**config.mk**
```make
export PLATFORM = sky130hd
export DESIGN_NAME = mphy_irq_ctrl
export DESIGN_NICKNAME = d
export VERILOG_FILES = /design/src/rtl/mphy_irq_pkg.sv /design/src/rtl/mphy_evt_status.sv /design/src/rtl/mphy_ftr_track.sv /design/src/rtl/mphy_irq_ctrl.sv
export SDC_FILE = /design/constraint.sdc
export NUM_CORES = 1
export LEC_CHECK = 0
export BUFFER_PORTS_ARGS = -buffer_cell sky130_fd_sc_hd__buf_4
export CAP_MARGIN = 20
export CORE_ASPECT_RATIO = 1.75
export CORE_MARGIN = 1.5
export CORE_UTILIZATION = 38
export CTS_CLUSTER_DIAMETER = 150
export DETAILED_ROUTE_END_ITERATION = 10
export PLACE_DENSITY_LB_ADDON = 0.1
export SLEW_MARGIN = 20
export SYNTH_ARGS = -nofsm -noshare
export SYNTH_HDL_FRONTEND = slang
export SYNTH_SLANG_ARGS = --single-unit
export TNS_END_PERCENT = 10
```
**constraint.sdc**
```tcl
create_clock -name clk -period 4.1 [get_ports clk]
set_input_delay 0.41 -clock clk [delete_from_list [all_inputs] [get_ports clk]]
set_output_delay 0.41 -clock clk [all_outputs]
set_load 0.01 [all_outputs]
```
**src/rtl/mphy_irq_pkg.sv**
```systemverilog
package mphy_irq_pkg;
  localparam int NUM_ERR  = 4;
  localparam int NUM_SRC  = NUM_ERR + 1;
  localparam int B_RSTDN  = 0;
  localparam int STAT_ADR = 0;
  localparam int MASK_ADR = 1;

  typedef struct packed {
    logic rx;
    logic tx;
    logic ex;
  } arm_t;
endpackage

```
**src/rtl/mphy_evt_status.sv**
```systemverilog
module mphy_evt_status
  import mphy_irq_pkg::*;
#(
  parameter int AW = 2,
  parameter int DW = 32
) (
  input  logic               clk,
  input  logic               rst_n,
  input  logic [NUM_SRC-1:0] evt_i,
  input  logic               wr_i,
  input  logic [AW-1:0]      addr_i,
  input  logic [DW-1:0]      wdata_i,
  output logic [NUM_SRC-1:0] stat_o,
  output logic [NUM_SRC-1:0] mask_o,
  output logic               exst_o
);
  localparam logic [NUM_SRC-1:0] MASK_RST = {{(NUM_SRC-1){1'b1}}, 1'b0};

  logic [NUM_SRC-1:0] stat_q, stat_d, mask_q, mask_d, w1c;
  logic               stat_wr, mask_wr;
  logic               unused_wdata;

  assign unused_wdata = ^wdata_i[DW-1:NUM_SRC];
  assign stat_wr = wr_i && (addr_i == AW'(STAT_ADR));
  assign mask_wr = wr_i && (addr_i == AW'(MASK_ADR));

  always_comb begin
    w1c    = stat_wr ? wdata_i[NUM_SRC-1:0] : '0;
    stat_d = (stat_q & ~w1c) | evt_i;
    mask_d = {wdata_i[NUM_SRC-1:1], 1'b0};
  end

  always_ff @(posedge clk or negedge rst_n) begin
    if (!rst_n) begin
      stat_q <= '0;
      mask_q <= MASK_RST;
    end else begin
      stat_q <= stat_d;
      if (mask_wr) mask_q <= mask_d;
    end
  end

  assign stat_o = stat_q;
  assign mask_o = mask_q;
  assign exst_o = |(stat_q & ~mask_q);

  // an event always lands in the status register
  p_evt_lands_r9: assert property (@(posedge clk) disable iff (!rst_n)
    (evt_i != '0) |=> ((stat_q & $past(evt_i)) == $past(evt_i)));
  // without a status write no bit drops
  p_sticky_r7: assert property (@(posedge clk) disable iff (!rst_n)
    !stat_wr |=> ((stat_q & $past(stat_q)) == $past(stat_q)));
  // reset-complete always raises the extended-status indication
  p_rstdone_unmasked_r6: assert property (@(posedge clk) disable iff (!rst_n)
    stat_q[B_RSTDN] |-> exst_o);
endmodule

```
**src/rtl/mphy_ftr_track.sv**
```systemverilog
module mphy_ftr_track
  import mphy_irq_pkg::*;
#(
  parameter int CNT_W = 5
) (
  input  logic             clk,
  input  logic             rst_n,
  input  logic [CNT_W-1:0] rx_cnt_i,
  input  logic [CNT_W-1:0] tx_cnt_i,
  input  logic             exst_i,
  input  logic             ftr_sent_i,
  input  logic             hdr_rcvd_i,
  output logic             irq_o
);
  arm_t arm_q, arm_d;
  logic irq_q, irq_d, fire;
  logic rx_nz, tx_nz;

  assign rx_nz = (rx_cnt_i != '0);
  assign tx_nz = (tx_cnt_i != '0);

  always_comb begin
    fire = (arm_q.rx && rx_nz) || (arm_q.tx && tx_nz) || (arm_q.ex && exst_i);
    if (ftr_sent_i) begin
      arm_d.rx = !rx_nz;
      arm_d.tx = !tx_nz;
      arm_d.ex = !exst_i;
    end else if (hdr_rcvd_i) begin
      arm_d = '0;
    end else begin
      arm_d = arm_q;
    end
    if (hdr_rcvd_i)  irq_d = 1'b0;
    else if (fire)   irq_d = 1'b1;
    else             irq_d = irq_q;
  end

  always_ff @(posedge clk or negedge rst_n) begin
    if (!rst_n) begin
      arm_q <= '1;
      irq_q <= 1'b0;
    end else begin
      arm_q <= arm_d;
      irq_q <= irq_d;
    end
  end

  assign irq_o = irq_q;

  p_hdr_release_r4: assert property (@(posedge clk) disable iff (!rst_n)
    hdr_rcvd_i |=> !irq_q);
  p_rx_fire_r1: assert property (@(posedge clk) disable iff (!rst_n)
    (arm_q.rx && rx_nz && !hdr_rcvd_i) |=> irq_q);
  p_tx_fire_r2: assert property (@(posedge clk) disable iff (!rst_n)
    (arm_q.tx && tx_nz && !hdr_rcvd_i) |=> irq_q);
  p_ex_fire_r3: assert property (@(posedge clk) disable iff (!rst_n)
    (arm_q.ex && exst_i && !hdr_rcvd_i) |=> irq_q);
  // after a header no new interrupt until a footer arrives
  p_no_refire_r4: assert property (@(posedge clk) disable iff (!rst_n)
    (hdr_rcvd_i && !ftr_sent_i) |=> (arm_q == '0));
endmodule

```
**src/rtl/mphy_irq_ctrl.sv**
```systemverilog
module mphy_irq_ctrl
  import mphy_irq_pkg::*;
#(
  parameter int CNT_W = 5,
  parameter int AW    = 2,
  parameter int DW    = 32
) (
  input  logic               clk,
  input  logic               rst_n,
  input  logic [NUM_ERR-1:0] err_evt_i,
  input  logic               rst_done_i,
  input  logic [CNT_W-1:0]   rx_cnt_i,
  input  logic [CNT_W-1:0]   tx_cnt_i,
  input  logic               ftr_sent_i,
  input  logic               hdr_rcvd_i,
  input  logic               reg_wr_i,
  input  logic [AW-1:0]      reg_addr_i,
  input  logic [DW-1:0]      reg_wdata_i,
  output logic [DW-1:0]      reg_rdata_o,
  output logic               exst_o,
  output logic               irq_n_o
);
  logic [NUM_SRC-1:0] evt, stat, mask;
  logic               exst, irq;

  assign evt = {err_evt_i, rst_done_i};

  mphy_evt_status #(.AW(AW), .DW(DW)) u_status (
    .clk     (clk),
    .rst_n   (rst_n),
    .evt_i   (evt),
    .wr_i    (reg_wr_i),
    .addr_i  (reg_addr_i),
    .wdata_i (reg_wdata_i),
    .stat_o  (stat),
    .mask_o  (mask),
    .exst_o  (exst)
  );

  mphy_ftr_track #(.CNT_W(CNT_W)) u_track (
    .clk        (clk),
    .rst_n      (rst_n),
    .rx_cnt_i   (rx_cnt_i),
    .tx_cnt_i   (tx_cnt_i),
    .exst_i     (exst),
    .ftr_sent_i (ftr_sent_i),
    .hdr_rcvd_i (hdr_rcvd_i),
    .irq_o      (irq)
  );

  always_comb begin
    reg_rdata_o = '0;
    if (reg_addr_i == AW'(STAT_ADR))      reg_rdata_o[NUM_SRC-1:0] = stat;
    else if (reg_addr_i == AW'(MASK_ADR)) reg_rdata_o[NUM_SRC-1:0] = mask;
  end

  assign exst_o  = exst;
  assign irq_n_o = ~irq;

  p_reset_idle_r8: assert property (@(posedge clk) disable iff (!rst_n)
    $rose(rst_n) |-> irq_n_o);
endmodule

```
==> flow_summary.yaml <==
synth:
  synth_top_cell_by_area: "buf_4"
  yosys_most_used_dff: "dfstp_2"
  synth.top_cell.area_share_pct: 22.91
  yosysMostFrequentCell: "buf_4"
  synth_compound_area_share_pct: 8.769
  synth_edf_count: 0
  syn_avg_cell_area_um2: 9.721
  synth_common_cells: "27 x buf_4, 7 x dfstp_2, 6 x dfrtp_1, 6 x nor2_1, 5 x nand2_1"
  netlist_instances: 91
  netlist-cell-type-count: 27
  synthSimpleGateAreaFrac_pct: 17.11
  synth_mux_area_share_pct: 11.17
  yosysWarnings: 0
  synth_xor_xnor_area_share_pct: 0
  synth_fa_ha_area_share_pct: 0
  synthArstFlopShare_pct: 100.0
  synth_area_um2: 884.6
  ys_seq_area_share_pct: 37.77
  synth_top_family_by_area: "buffers and inverters"
  synth-seq-cells: 13
  yosys-top-cells-area: "buf_4 23%, dfstp_2 21%, dfrtp_1 17%, mux2_2 5.1%, mux2i_1 4.5%"
routing:
  drt_iter0_drc: 3
  wl_per_cell_um: 10.25
  via_per_inst: 4.318
  dr.pass1.iters: 2
  ant_nets: 0
  post-route-drc-count: 0
  vias: 652
  wirelength_mm: 1.547
worst_setup_path:
  r2r_cells: 3
  endpoint_kind: "output port"
  critPathSlowestCell: "dfstp_2"
  crit_path_max_incr_delay_ps: 540
  r2r_slack_ps: 2740
  crit_fanout: 3
  crit_required_ps: 3690
  worstPathArrival_ps: 1530
  r2r-start: "u_status.mask_o[2]"
  crit_path_cell_trace: "o22ai_2 > or4_4 > buf_4"
  crit_type: "reg2out"
  worstReg2RegEnd: "u_track.arm_q[0]"
  cp-start-kind: "register"
final_layout:
  multi_input_area_um2: 429.2
  diodes: 0
  layout.nets: 181
  area_growth_pct: 24.19
  fillers: 246
  ff_latch_area_um2: 334.1
  drive_gt1_share_pct: 42.86
global_routing:
  grt_pass1_wl_mm: 2.394
  grt_pass1_vias: 577
  grt-ovfl-total: 0
  busiest_layer: "met2"
  use_met1_pct: 14.13
  gr-usage-met3_pct: 3.333
  met2_usage_pct: 22.54
  grt_max_degree: 14
  track_usage_pct: 13.20
  antenna_found_initial: 0
sta:
  fmax_ghz: 0.5157
  finalCritPeriodShare_pct: 47.29
  hold_ws_ps: 4.168
  fin_skew_ps: 2.033
  finalHoldViolCount: 0
  rsz0062_at_grt: "no"
  setup_viol: 0
  drv_slew: 0
  timing.setup.tns_ps: 0
  finalCriticalPeriod_ps: 1939
run:
  drv_cap: 0
floorplan:
  die_x_um: 39.47
  io-pin-count: 88
  die_y_um: 66.83
  core_um2: 2245
  start_util_pct: 39.41
  dieArea_um2: 2638
  rows: 23
clock_tree:
  cts_hold_buf: 0
  postCtsSetupBuffers: 0
  clockBufferDepth: 2
  cts_tree: "built"
  cts-root-buf: "clkbuf_8"
  cts_sinks: 13
  clk_pin_slew_ps: 50
  clk_latency_ps: 240
  cts_resized: 0
  htreeDepth: 1
  cts_buffers: 3
outcome:
  status: "finished, final reports clean"
pwr:
  powerDensity_nw_per_um2: 309.5
  p_total_mw: 0.3401
  leakage_nw: 0.5337
  vdd_ir_drop_max_v: 0.0002494
placed_design:
  dp_hpwl_mm: 1.312
  gp_congestion: 0.7263
  portBuffers: 33
hold_path:
  hp-class: "in2async"
-- layout by cell type, fill, tap and decap left out, types with 3 or more instances in the layout --
master and n:
buf_4 33, mux2i_1 4, mux2_2 4, conb_1 27
clkbuf_8 3, inv_1 3, a21oi_1 3, nor2_1 6
dfstp_2 7, nand2b_1 3, dfrtp_1 6, nand2_1 5
a21o_1 3
-- final cells by class --
| cell class | instances | area share [%] |
|---|---|---|
| Clock buffer | 4 | 4.100 |
| Inverter | 3 | 1.025 |
| Multi-Input combinational cell | 73 | 39.07 |
| Tap cell | 25 | 2.847 |
| Sequential cell | 13 | 30.41 |
| Timing Repair Buffer | 33 | 22.55 |
-- flip-flops by register name (all words and copies together), names as in the netlist --
register	count
u_track.irq_o	1
u_status.stat_o	5
u_track.arm_q	3
u_status.mask_o	4
-- worst max-delay path: cells and delay by family (launching register included) --
kind / cells / cell delay (ps)
and+or+nand+nor: 1 / 500
AOI/OAI and AO/OA: 1 / 80
buffers and inverters: 1 / 160
DFF: 1 / 540
-- worst max path at each step --
| stage | to | slack (ps) | depth (start not counted) | from |
|---|---|---|---|---|
| after floorplan | exst_o | 2580 | 2 | u_status.mask_o[4] |
| after global placement | exst_o | 2410 | 3 | u_status.mask_o[2] |
| after detailed placement | exst_o | 2410 | 3 | u_status.mask_o[2] |
| after CTS | exst_o | 2150 | 3 | u_status.mask_o[2] |
| after global routing | exst_o | 2120 | 3 | u_status.mask_o[2] |
| final | exst_o | 2160 | 3 | u_status.mask_o[2] |
-- logic make-up (layout without fill, tap and decap cells) --
logic type | Yosys count | in the layout
buffers and inverters | 31 | 40
flip-flops | 13 | 13
other | 1 | 27
AO/OA/AOI/OAI | 11 | 11
AND/OR/NAND/NOR | 26 | 26
multiplexers | 9 | 9
-- metal layers --
| layer | wire (um) | up-vias |
|---|---|---|
| met5 | 0 | - |
| met4 | 34 | 0 |
| met3 | 102 | 4 |
| met2 | 829 | 34 |
| met1 | 581 | 297 |
| li1 | - | 317 |
-- through the flow --
stage,setup slack [ps],instance area [um^2],utilization (%),cells
6_report,2161,1099,48.94,151
5_1_grt,2117,1099,48.94,151
4_1_cts,2149,1099,48.94,151
3_5_place_dp,2412,1054,46.93,147
3_3_place_gp,2411,1054,46.93,147
2_1_floorplan,2584,982.2,-,117
-- power breakdown --
| group | internal [mW] | leakage (nW) | total [mW] | switching [mW] |
|---|---|---|---|---|
| sequential | 0.144 | 0.132 | 0.153 | 0.00854 |
| combinational | 0.0398 | 0.379 | 0.0759 | 0.0361 |
| clock | 0.0685 | 0.0228 | 0.111 | 0.0426 |
| total | 0.253 | 0.534 | 0.340 | 0.0873 |
Note: power is estimated with default switching activity, not from simulation.
